==> config.mk <==
export PLATFORM = sky130hd
export DESIGN_NAME = uart_tx_fracstop
export DESIGN_NICKNAME = d
export VERILOG_FILES = /design/src/rtl/uart_txfs_pkg.sv /design/src/rtl/uart_txfs_stoplen.sv /design/src/rtl/uart_txfs_hold.sv /design/src/rtl/uart_txfs_frame.sv /design/src/rtl/uart_tx_fracstop.sv
export SDC_FILE = /design/constraint.sdc
export NUM_CORES = 1
export LEC_CHECK = 0
export ABC_CLOCK_PERIOD_IN_PS = 3350
export BUFFER_PORTS_ARGS = -buffer_cell sky130_fd_sc_hd__buf_2
export CAP_MARGIN = 20
export CELL_PAD_IN_SITES_DETAIL_PLACEMENT = 1
export CELL_PAD_IN_SITES_GLOBAL_PLACEMENT = 1
export CORE_UTILIZATION = 44
export CTS_CLUSTER_SIZE = 24
export DETAILED_ROUTE_END_ITERATION = 10
export HOLD_SLACK_MARGIN = 0.03
export MAX_ROUTING_LAYER = met4
export PLACE_DENSITY = 0.83
export SYNTH_ARGS = -nofsm -noshare
export SYNTH_HDL_FRONTEND = slang
export SYNTH_HIERARCHICAL = 1
export SYNTH_SLANG_ARGS = --single-unit
export TNS_END_PERCENT = 1
==> constraint.sdc <==
create_clock -name clk -period 3.35 [get_ports clk]
set_input_delay 0.67 -clock clk [delete_from_list [all_inputs] [get_ports clk]]
set_output_delay 0.67 -clock clk [all_outputs]
set_load 0.03 [all_outputs]
==> src/rtl/uart_txfs_pkg.sv <==
package uart_txfs_pkg;

   typedef enum logic [2:0] {
      TXS_IDLE,
      TXS_START,
      TXS_DATA,
      TXS_PAR,
      TXS_STOP
   } txs_e;

   // Stop period in 16x ticks; short characters get eight extra ticks on the low codes.
   function automatic logic [5:0] stop_ticks(input logic [3:0] code, input logic short_char);
      logic [5:0] base;
      if (code[3]) base = 6'd17 + {2'b00, code};
      else         base = 6'd9 + {2'b00, code} + (short_char ? 6'd8 : 6'd0);
      return base;
   endfunction

   // Parity bit for the enabled data bits; fixed mode returns the polarity bit.
   function automatic logic par_value(input logic [7:0] data, input logic [1:0] len,
                                      input logic fixed, input logic odd);
      logic [7:0] mask;
      mask = 8'hFF >> (2'd3 - len);
      if (fixed) return odd;
      return (^(data & mask)) ^ odd;
   endfunction

endpackage

==> src/rtl/uart_txfs_stoplen.sv <==
module uart_txfs_stoplen #(
   parameter int CNT_W = 6
) (
   input  logic [3:0]       cfg_stop,
   input  logic [1:0]       cfg_len,
   output logic [CNT_W-1:0] stop_len
);
   import uart_txfs_pkg::*;

   generate
      if (CNT_W < 6) begin : g_bad_width
         $error("uart_txfs_stoplen: CNT_W must hold 32 ticks");
      end
   endgenerate

   always_comb begin
      stop_len = CNT_W'(stop_ticks(cfg_stop, cfg_len == 2'd0));
   end
endmodule

==> src/rtl/uart_txfs_hold.sv <==
module uart_txfs_hold #(
   parameter int DATA_W = 8
) (
   input  logic              clk,
   input  logic              rst_n,
   input  logic              wr_en,
   input  logic [DATA_W-1:0] wr_data,
   input  logic              cmd_on,
   input  logic              cmd_off,
   input  logic              load,
   output logic              enabled,
   output logic              hold_valid,
   output logic [DATA_W-1:0] hold_data
);
   always_ff @(posedge clk or negedge rst_n) begin
      if (!rst_n) begin
         enabled    <= 1'b0;
         hold_valid <= 1'b0;
         hold_data  <= '0;
      end else begin
         if (cmd_off)     enabled <= 1'b0;
         else if (cmd_on) enabled <= 1'b1;

         if (load) begin
            hold_valid <= 1'b0;
         end else if (wr_en && enabled && !hold_valid) begin
            hold_valid <= 1'b1;
            hold_data  <= wr_data;
         end
      end
   end
endmodule

==> src/rtl/uart_txfs_frame.sv <==
module uart_txfs_frame #(
   parameter int OVERSAMPLE = 16,
   parameter bit HAS_PARITY = 1'b1,
   parameter int CNT_W      = $clog2(2 * OVERSAMPLE + 1)
) (
   input  logic             clk,
   input  logic             rst_n,
   input  logic             tick,
   input  logic             start_ok,
   input  logic [7:0]       hold_data,
   input  logic [1:0]       cfg_len,
   input  logic [1:0]       cfg_par_mode,
   input  logic             cfg_par_odd,
   input  logic [CNT_W-1:0] stop_len,
   output logic             load,
   output logic             busy,
   output logic             txd
);
   import uart_txfs_pkg::*;

   localparam logic [CNT_W-1:0] BIT_LAST = CNT_W'(OVERSAMPLE - 1);

   generate
      if (OVERSAMPLE != 16) begin : g_bad_ovs
         $error("uart_txfs_frame: stop periods are defined in sixteenths");
      end
   endgenerate

   txs_e             state;
   logic [CNT_W-1:0] cnt;
   logic [2:0]       bit_idx;
   logic [7:0]       shreg;
   logic             par_r;
   logic             par_calc;
   logic             use_par;
   logic             bit_end;
   logic             stop_end;
   logic             last_bit;

   generate
      if (HAS_PARITY) begin : g_par
         assign use_par  = ~cfg_par_mode[1];
         assign par_calc = par_value(hold_data, cfg_len, cfg_par_mode[0], cfg_par_odd);
      end else begin : g_nopar
         assign use_par  = 1'b0;
         assign par_calc = 1'b0;
      end
   endgenerate

   assign bit_end  = (cnt == BIT_LAST);
   assign stop_end = (cnt == stop_len - CNT_W'(1));
   assign last_bit = (bit_idx == ({1'b0, cfg_len} + 3'd4));
   assign load     = tick && start_ok &&
                     ((state == TXS_IDLE) || ((state == TXS_STOP) && stop_end));
   assign busy     = (state != TXS_IDLE);

   always_ff @(posedge clk or negedge rst_n) begin
      if (!rst_n) begin
         state   <= TXS_IDLE;
         cnt     <= '0;
         bit_idx <= '0;
         shreg   <= '0;
         par_r   <= 1'b0;
      end else if (tick) begin
         if (load) begin
            state   <= TXS_START;
            cnt     <= '0;
            bit_idx <= '0;
            shreg   <= hold_data;
            par_r   <= par_calc;
         end else begin
            case (state)
               TXS_START: begin
                  if (bit_end) begin
                     state <= TXS_DATA;
                     cnt   <= '0;
                  end else cnt <= cnt + CNT_W'(1);
               end
               TXS_DATA: begin
                  if (bit_end) begin
                     cnt     <= '0;
                     shreg   <= shreg >> 1;
                     bit_idx <= bit_idx + 3'd1;
                     if (last_bit) state <= use_par ? TXS_PAR : TXS_STOP;
                  end else cnt <= cnt + CNT_W'(1);
               end
               TXS_PAR: begin
                  if (bit_end) begin
                     state <= TXS_STOP;
                     cnt   <= '0;
                  end else cnt <= cnt + CNT_W'(1);
               end
               TXS_STOP: begin
                  if (stop_end) state <= TXS_IDLE;
                  else          cnt   <= cnt + CNT_W'(1);
               end
               default: ;
            endcase
         end
      end
   end

   always_comb begin
      case (state)
         TXS_START: txd = 1'b0;
         TXS_DATA:  txd = shreg[0];
         TXS_PAR:   txd = par_r;
         default:   txd = 1'b1;
      endcase
   end
endmodule

==> src/rtl/uart_tx_fracstop.sv <==
module uart_tx_fracstop #(
   parameter int OVERSAMPLE = 16,
   parameter bit HAS_PARITY = 1'b1
) (
   input  logic       clk,
   input  logic       rst_n,
   input  logic       tick16,
   input  logic [1:0] cfg_len,
   input  logic [1:0] cfg_par_mode,
   input  logic       cfg_par_odd,
   input  logic [3:0] cfg_stop,
   input  logic       cfg_cts_en,
   input  logic       cts_ok,
   input  logic       wr_en,
   input  logic [7:0] wr_data,
   input  logic       cmd_tx_on,
   input  logic       cmd_tx_off,
   output logic       txd,
   output logic       tx_ready,
   output logic       tx_empty
);
   localparam int CNT_W = $clog2(2 * OVERSAMPLE + 1);

   logic             tx_enabled;
   logic             hold_valid;
   logic [7:0]       hold_data;
   logic             load;
   logic             busy;
   logic             start_ok;
   logic [CNT_W-1:0] stop_len;

   assign start_ok = hold_valid && tx_enabled && (!cfg_cts_en || cts_ok);
   assign tx_ready = tx_enabled && !hold_valid;
   assign tx_empty = !hold_valid && !busy;

   uart_txfs_hold #(.DATA_W(8)) u_hold (
      .clk        (clk),
      .rst_n      (rst_n),
      .wr_en      (wr_en),
      .wr_data    (wr_data),
      .cmd_on     (cmd_tx_on),
      .cmd_off    (cmd_tx_off),
      .load       (load),
      .enabled    (tx_enabled),
      .hold_valid (hold_valid),
      .hold_data  (hold_data)
   );

   uart_txfs_stoplen #(.CNT_W(CNT_W)) u_stoplen (
      .cfg_stop (cfg_stop),
      .cfg_len  (cfg_len),
      .stop_len (stop_len)
   );

   uart_txfs_frame #(
      .OVERSAMPLE (OVERSAMPLE),
      .HAS_PARITY (HAS_PARITY),
      .CNT_W      (CNT_W)
   ) u_frame (
      .clk          (clk),
      .rst_n        (rst_n),
      .tick         (tick16),
      .start_ok     (start_ok),
      .hold_data    (hold_data),
      .cfg_len      (cfg_len),
      .cfg_par_mode (cfg_par_mode),
      .cfg_par_odd  (cfg_par_odd),
      .stop_len     (stop_len),
      .load         (load),
      .busy         (busy),
      .txd          (txd)
   );
endmodule

# Word-level counts from Yosys, hierarchy flattened
# Cells that the tools add are included.
[classes]
n_reduce_logical = 30
n_shift = 1
eq_ne = 13
addsub = 8
bitwise = 3
mux = 28
[op_table]
columns = ["op", "n"]
rows = [
  ["$mux 3", 10],
  ["$mux 6", 4],
  ["$mux 8", 3],
  ["$ne 3x2->1 const B", 5],
  ["$pmux 3 s4", 1],
  ["$pmux 6 s2", 1],
  ["$logic_and 1x1->1", 9],
  ["$and 8x8->8", 1],
  ["$reduce_bool 2->1", 4],
  ["$reduce_xor 8->1", 1],
  ["$shr 8x2->8 const A", 1],
  ["$mux 1", 7],
  ["$reduce_and 7->1", 1],
  ["$add 5x4->6 const A", 1],
  ["$add 6x1->6 const B", 1],
  ["$add 6x6->6", 1],
  ["$eq 3x2->1 const B", 2],
  ["$eq 6x4->1 const B", 1],
  ["$eq 6x6->1", 1],
  ["$reduce_and 3->1", 2],
  ["$reduce_bool 3->1", 2],
  ["$sub 6x1->6 const B", 1],
  ["$add 4x4->5 const A", 1],
  ["$reduce_bool 5->1", 1],
  ["other kinds (17)", 21],
]
[totals]
wordCells = 91
regBits = 31
output_inout_bits = 3
inputBits = 25

# Depth between registers and ports, before layout
[depth]
depth_word = 11
ltp_mapped = 15

# By module
# The synthesis kept the hierarchy.
[by_module_without_submodules]
columns = ["mod", "instances", "seq_area_each_um2", "area_per_inst_um2", "cells_per_inst"]
rows = [
  ["uart_txfs_frame", 1, 525.5, 1457.6, 165],
  ["uart_txfs_hold", 1, 250.2, 410.4, 24],
  ["uart_txfs_stoplen", 1, 0.0, 135.1, 20],
  ["uart_tx_fracstop", 1, 0.0, 26.3, 5],
]

# Least setup slack after synthesis
# Ideal clock, no wire load.
[synth_timing]
path_type = "input -> register"
from = "in cfg_len[1]"
to = "reg u_hold.hold_data[0]"
cell_stages = 14
setup_slack_ns = -0.387
arrival_ns = 3.611
required_ns = 3.225
cell_sequence = "or2_2 > ha_1 > xor2_1 > a21boi_1 > or4_1 > or3_1 > a41o_1 > nand3_2 > inv_2 > buf_6 > buf_2 > and4bb_1 > buf_6 > mux2_4"
[synth_via]
elab_chain_len = 11
[synth_lines]
columns = ["item", "line_no", "text"]
rows = [
  ["start: declaration", "uart_tx_fracstop.sv:8", "input logic [1:0] cfg_len,"],
  ["$logic_not 2->1", "uart_txfs_stoplen.sv:17", "stop_len = CNT_W'(stop_ticks(cfg_stop, cfg_len == 2'd0));"],
  ["$mux 4", "uart_txfs_pkg.sv:15", "else base = 6'd9 + {2'b00, code} + (short_char ? 6'd8 : 6'd0);"],
  ["$add 6x6->6", "uart_txfs_pkg.sv:15", ""],
  ["$mux 6", "uart_txfs_pkg.sv:14", "if (code[3]) base = 6'd17 + {2'b00, code};"],
  ["named net stop_len[3]", "uart_tx_fracstop.sv:30", "logic [CNT_W-1:0] stop_len;"],
  ["$sub 6x1->6", "uart_txfs_frame.sv:51", "assign stop_end = (cnt == stop_len - CNT_W'(1));"],
  ["$eq 6x6->1", "uart_txfs_frame.sv:51", ""],
  ["$logic_and 1x1->1", "uart_txfs_frame.sv:54", "((state == TXS_IDLE) || ((state == TXS_STOP) && stop_end));"],
  ["$logic_or 1x1->1", "uart_txfs_frame.sv:54", ""],
  ["$logic_and 1x1->1", "uart_txfs_frame.sv:53", "assign load = tick && start_ok &&"],
  ["named net load", "uart_tx_fracstop.sv:27", "logic load;"],
  ["$not 1->1 (no source line)", "n/a", ""],
  ["$reduce_and 2->1 (no source line)", "n/a", ""],
  ["end signal: assignment", "uart_txfs_hold.sv:28", "hold_data <= wr_data;"],
  ["end: declaration", "uart_txfs_hold.sv:13", "output logic [DATA_W-1:0] hold_data"],
]
# The timed path passes the listed nets, and every way through them passes these cells.
# A chain may end at the register's enable or synchronous reset.

# Worst setup path in the final report
# Same ends and word-level chain as after synthesis.

==> reports/qor.csv <==
stage;metric;value;unit
clock_network;CTS tree;yes;
setup_path;crit path max-delay cell type;or4_4;
floorplanning;Chip Height;69.9;um
route;vias;1720;
setup_path;worst r2r src;u_frame/cnt[4];
global_routing;number of global-route vias before repair;1783;
setup_path;CP peak stage delay;0.42;ns
clock_network;worst skew pair latency;0.29;ns
layout;layout net count;286;
global_routing;antenna violations before repair;0;
yosys;Syn Nets;246;
sta;Rel. slew slack;53.0;%
sta;period utilization;97.6;%
sta;Slew Viols, Final;0;
yosys;Yosys warning count;6;
route;WL/cell;15.9;um
layout;Layout Cells excl Fill;306;
placement;IO buf count;27;
yosys;Synth area leaders;dfrtp_1, mux2_4, nand2_1;
pwr;Static Leak;1.17;nW
yosys;register area share after synthesis;38.2;%
sta;Min Hold Slack;0.428;ns
yosys;Yosys cell types;49;
setup_path;Crit path required time;3.52;ns
setup_path;worst-path fanout max;8;
setup_path;Crit. End Element;flip-flop;
route;DRC errors left;0;
layout;Final Instance Area;0.00243;sq mm
global_routing;global-route wire length before repair;8350;um
setup_path;crit-path leading delay family;simple AND/OR/NAND/NOR gates;
sta;Finish-stage setup viols;0;
yosys;cell type with the largest total area after synthesis;dfrtp_1;
route;Detailed Routing Iterations Pass 1;4;
sta;Final Hold Viols;0;
yosys;Synth Register Bits;31;
yosys;count leader, synth;dfrtp_1;
yosys;Synth Area per Inst;9.48;sq um
sta;fmax;306;MHz
min_path;min-delay worst type;primary input to async pin;
placement;Area after DPL;0.00230;sq mm
placement;cell count after placement;297;
yosys;asr flop ratio synth;100;%
floorplanning;io pins;28;
global_routing;pin count of the biggest net entering global routing;32;
placement;Final GP Congestion;0.811;
clock_network;clk slew on worst S/H paths;0.06;ns
clock_network;TritonCTS Buffers;5;
setup_path;worst path buffer plus inverter count;3;
layout;share of cells above drive strength 1;28.0;%
placement;dpl hpwl;3620;um
layout;Antenna Cells;0;
run_status;status;completed;
yosys;EDFF count, synth;0;
pwr;Peak supply drop;0.486;mV
route;vias per cell;5.62;
floorplanning;# rows;24;
setup_path;crit path kind;primary input to flip-flop;
yosys;top cells by instance count after synthesis;dfrtp_1, nand2_1, nor2_1;
clock_network;CTS Buffer Depth;2;
floorplanning;Die Area;0.00489;sq mm
layout;synthesis-to-layout area growth;19.8;%
sta;Slew @ Worst Pin;0.705;ns
sta;Layout Skew;0.00347;ns
clock_network;Clock Root Buffer;clkbuf_8;
yosys;Main synth FF type;dfrtp_1;
sta;Tmin final;3.27;ns
route;Antenna Nets Post-Route;0;
clock_network;Clock Sinks;31;
sta;setup TNS;0;ns
job;Max-Cap Viols;0;
yosys;Post-Syn Area;0.00203;sq mm
yosys;cells after synthesis;214;
clock_network;H-tree depth;2;
setup_path;critical path launch point type;primary input;
global_routing;GRT Overall Usage;22.8;%
floorplanning;core outline area;0.00438;sq mm
floorplanning;Initial Util;46.3;%
setup_path;CP cell instances;buf_2 -> or2_4 -> ha_4 -> xor2_2 -> a21boi_2 -> or4_4 -> or3_4 -> a41o_1 -> nand3_2 -> inv_2 -> and4bb_2 -> buf_12 -> mux2_4;
route;Iter 0 DRT Violations;75;
yosys;Yosys top cell area share;38.2;%
setup_path;CP startpoint;cfg_len[1];
pwr;Power Density;753;mW/mm^2
setup_path;Data arrival, critical path;3.44;ns
floorplanning;Die Width;69.9;um
global_routing;total grt overflow;0;
route;Final Routed Wirelength;4860;um
metal layers:
metal  track usage (%)  routed length, um  part of all wire [%]  vias up
met5                 -                  0                     0        -
met4              8.22                 74                   1.5        0
met3              4.62                140                   2.9        8
met2              38.0               2450                    50       31
met1              27.3               2200                    45      845
li1                  -                  -                     -      836
kinds of logic (layout without fill, tap and decap cells):
kind of cell               after synthesis  after routing  share of synthesized area (%)
adders and majority gates                7              7                           4.32
AOI/OAI and AO/OA                       46             46                           16.2
xor gates and xnor gates                17             17                           8.01
buffers and inverters                   17             57                           4.13
and+or+nand+nor                         79             79                           18.6
DFF                                     31             31                           38.2
muxes                                   17             17                           10.5
report_power, final:
group	leakage [nW]	internal [mW]	switching (mW)	total, mW
clock network	0.0513	0.218	0.139	0.356
logic	0.733	0.415	0.378	0.792
registers	0.385	0.515	0.166	0.681
sequential cells by signal, summed over array words and instances (netlist names):
register	count
u_frame/bit_idx	3
u_frame/cnt	6
u_frame/par_r	1
u_frame/shreg	8
u_frame/state	3
u_hold/enabled	1
u_hold/hold_data	8
u_hold/hold_valid	1
per-stage QoR:
| step | worst slack, ns | total power [mW] | util (%) |
|---|---|---|---|
| 6_report | 0.0818 | 1.83 | 55.5 |
| 5_1_grt | -0.00633 | 1.95 | 55.5 |
| 4_1_cts | 0.00454 | 1.84 | 54.9 |
| 3_5_place_dp | -0.347 | 1.47 | 52.4 |
| 3_3_place_gp | -0.269 | 1.44 | 52.4 |
| 2_1_floorplan | -0.317 | 1.26 | - |
final cells by class:
cell class / instances / area (sq um)
multi-input cells: 166 / 1200
clock inverters: 1 / 30.0
flip-flops and latches: 31 / 776
well taps: 52 / 65.1
inverters: 10 / 37.5
clock buffers: 6 / 72.6
repair buffers: 40 / 245
fillers: 525 / 1950
cell usage in the layout, fill, tap and decap left out, drive strengths merged, types with 2 or more instances in the layout:
cell type	Yosys	routed
buf	4	40
dfrtp	31	31
nand2	27	27
nor2	19	19
o21ai	17	17
xnor2	10	10
inv	10	10
nand3	10	10
mux2	10	10
a21oi	9	9
mux2i	7	7
ha	7	7
clkbuf	3	6
xor2	6	6
and3	3	3
nor3	3	3
nand4	3	3
and2	3	3
or3	3	3
nand2b	2	2
o21bai	2	2
a2111oi	2	2
a211o	2	2
a2111o	2	2
a21boi	2	2
or2	2	2
path summary, 6_finish.rpt:
check,to,slack [ns],depth (start not counted)
min in group clk,u_frame/par_r,0.50,2
max in group asynchronous,u_frame/state[0],2.47,1
max reg2reg,u_hold/hold_data[0],1.07,8
min,u_frame/cnt[1],0.43,1
max,u_hold/hold_data[0],0.08,13
min reg2reg,u_frame/par_r,0.50,2
repair_timing:
| item | CTS | global route |
|---|---|---|
| endpoints found under the setup margin | 8 | 9 |
| resized for setup | 0 | 4 |
| hold buffers | 0 | 0 |
| endpoints found under the hold margin | 0 | 0 |
| pin swaps | 2 | 5 |
| setup buffers | 1 | 1 |
Power figures use the tool's default switching activity.
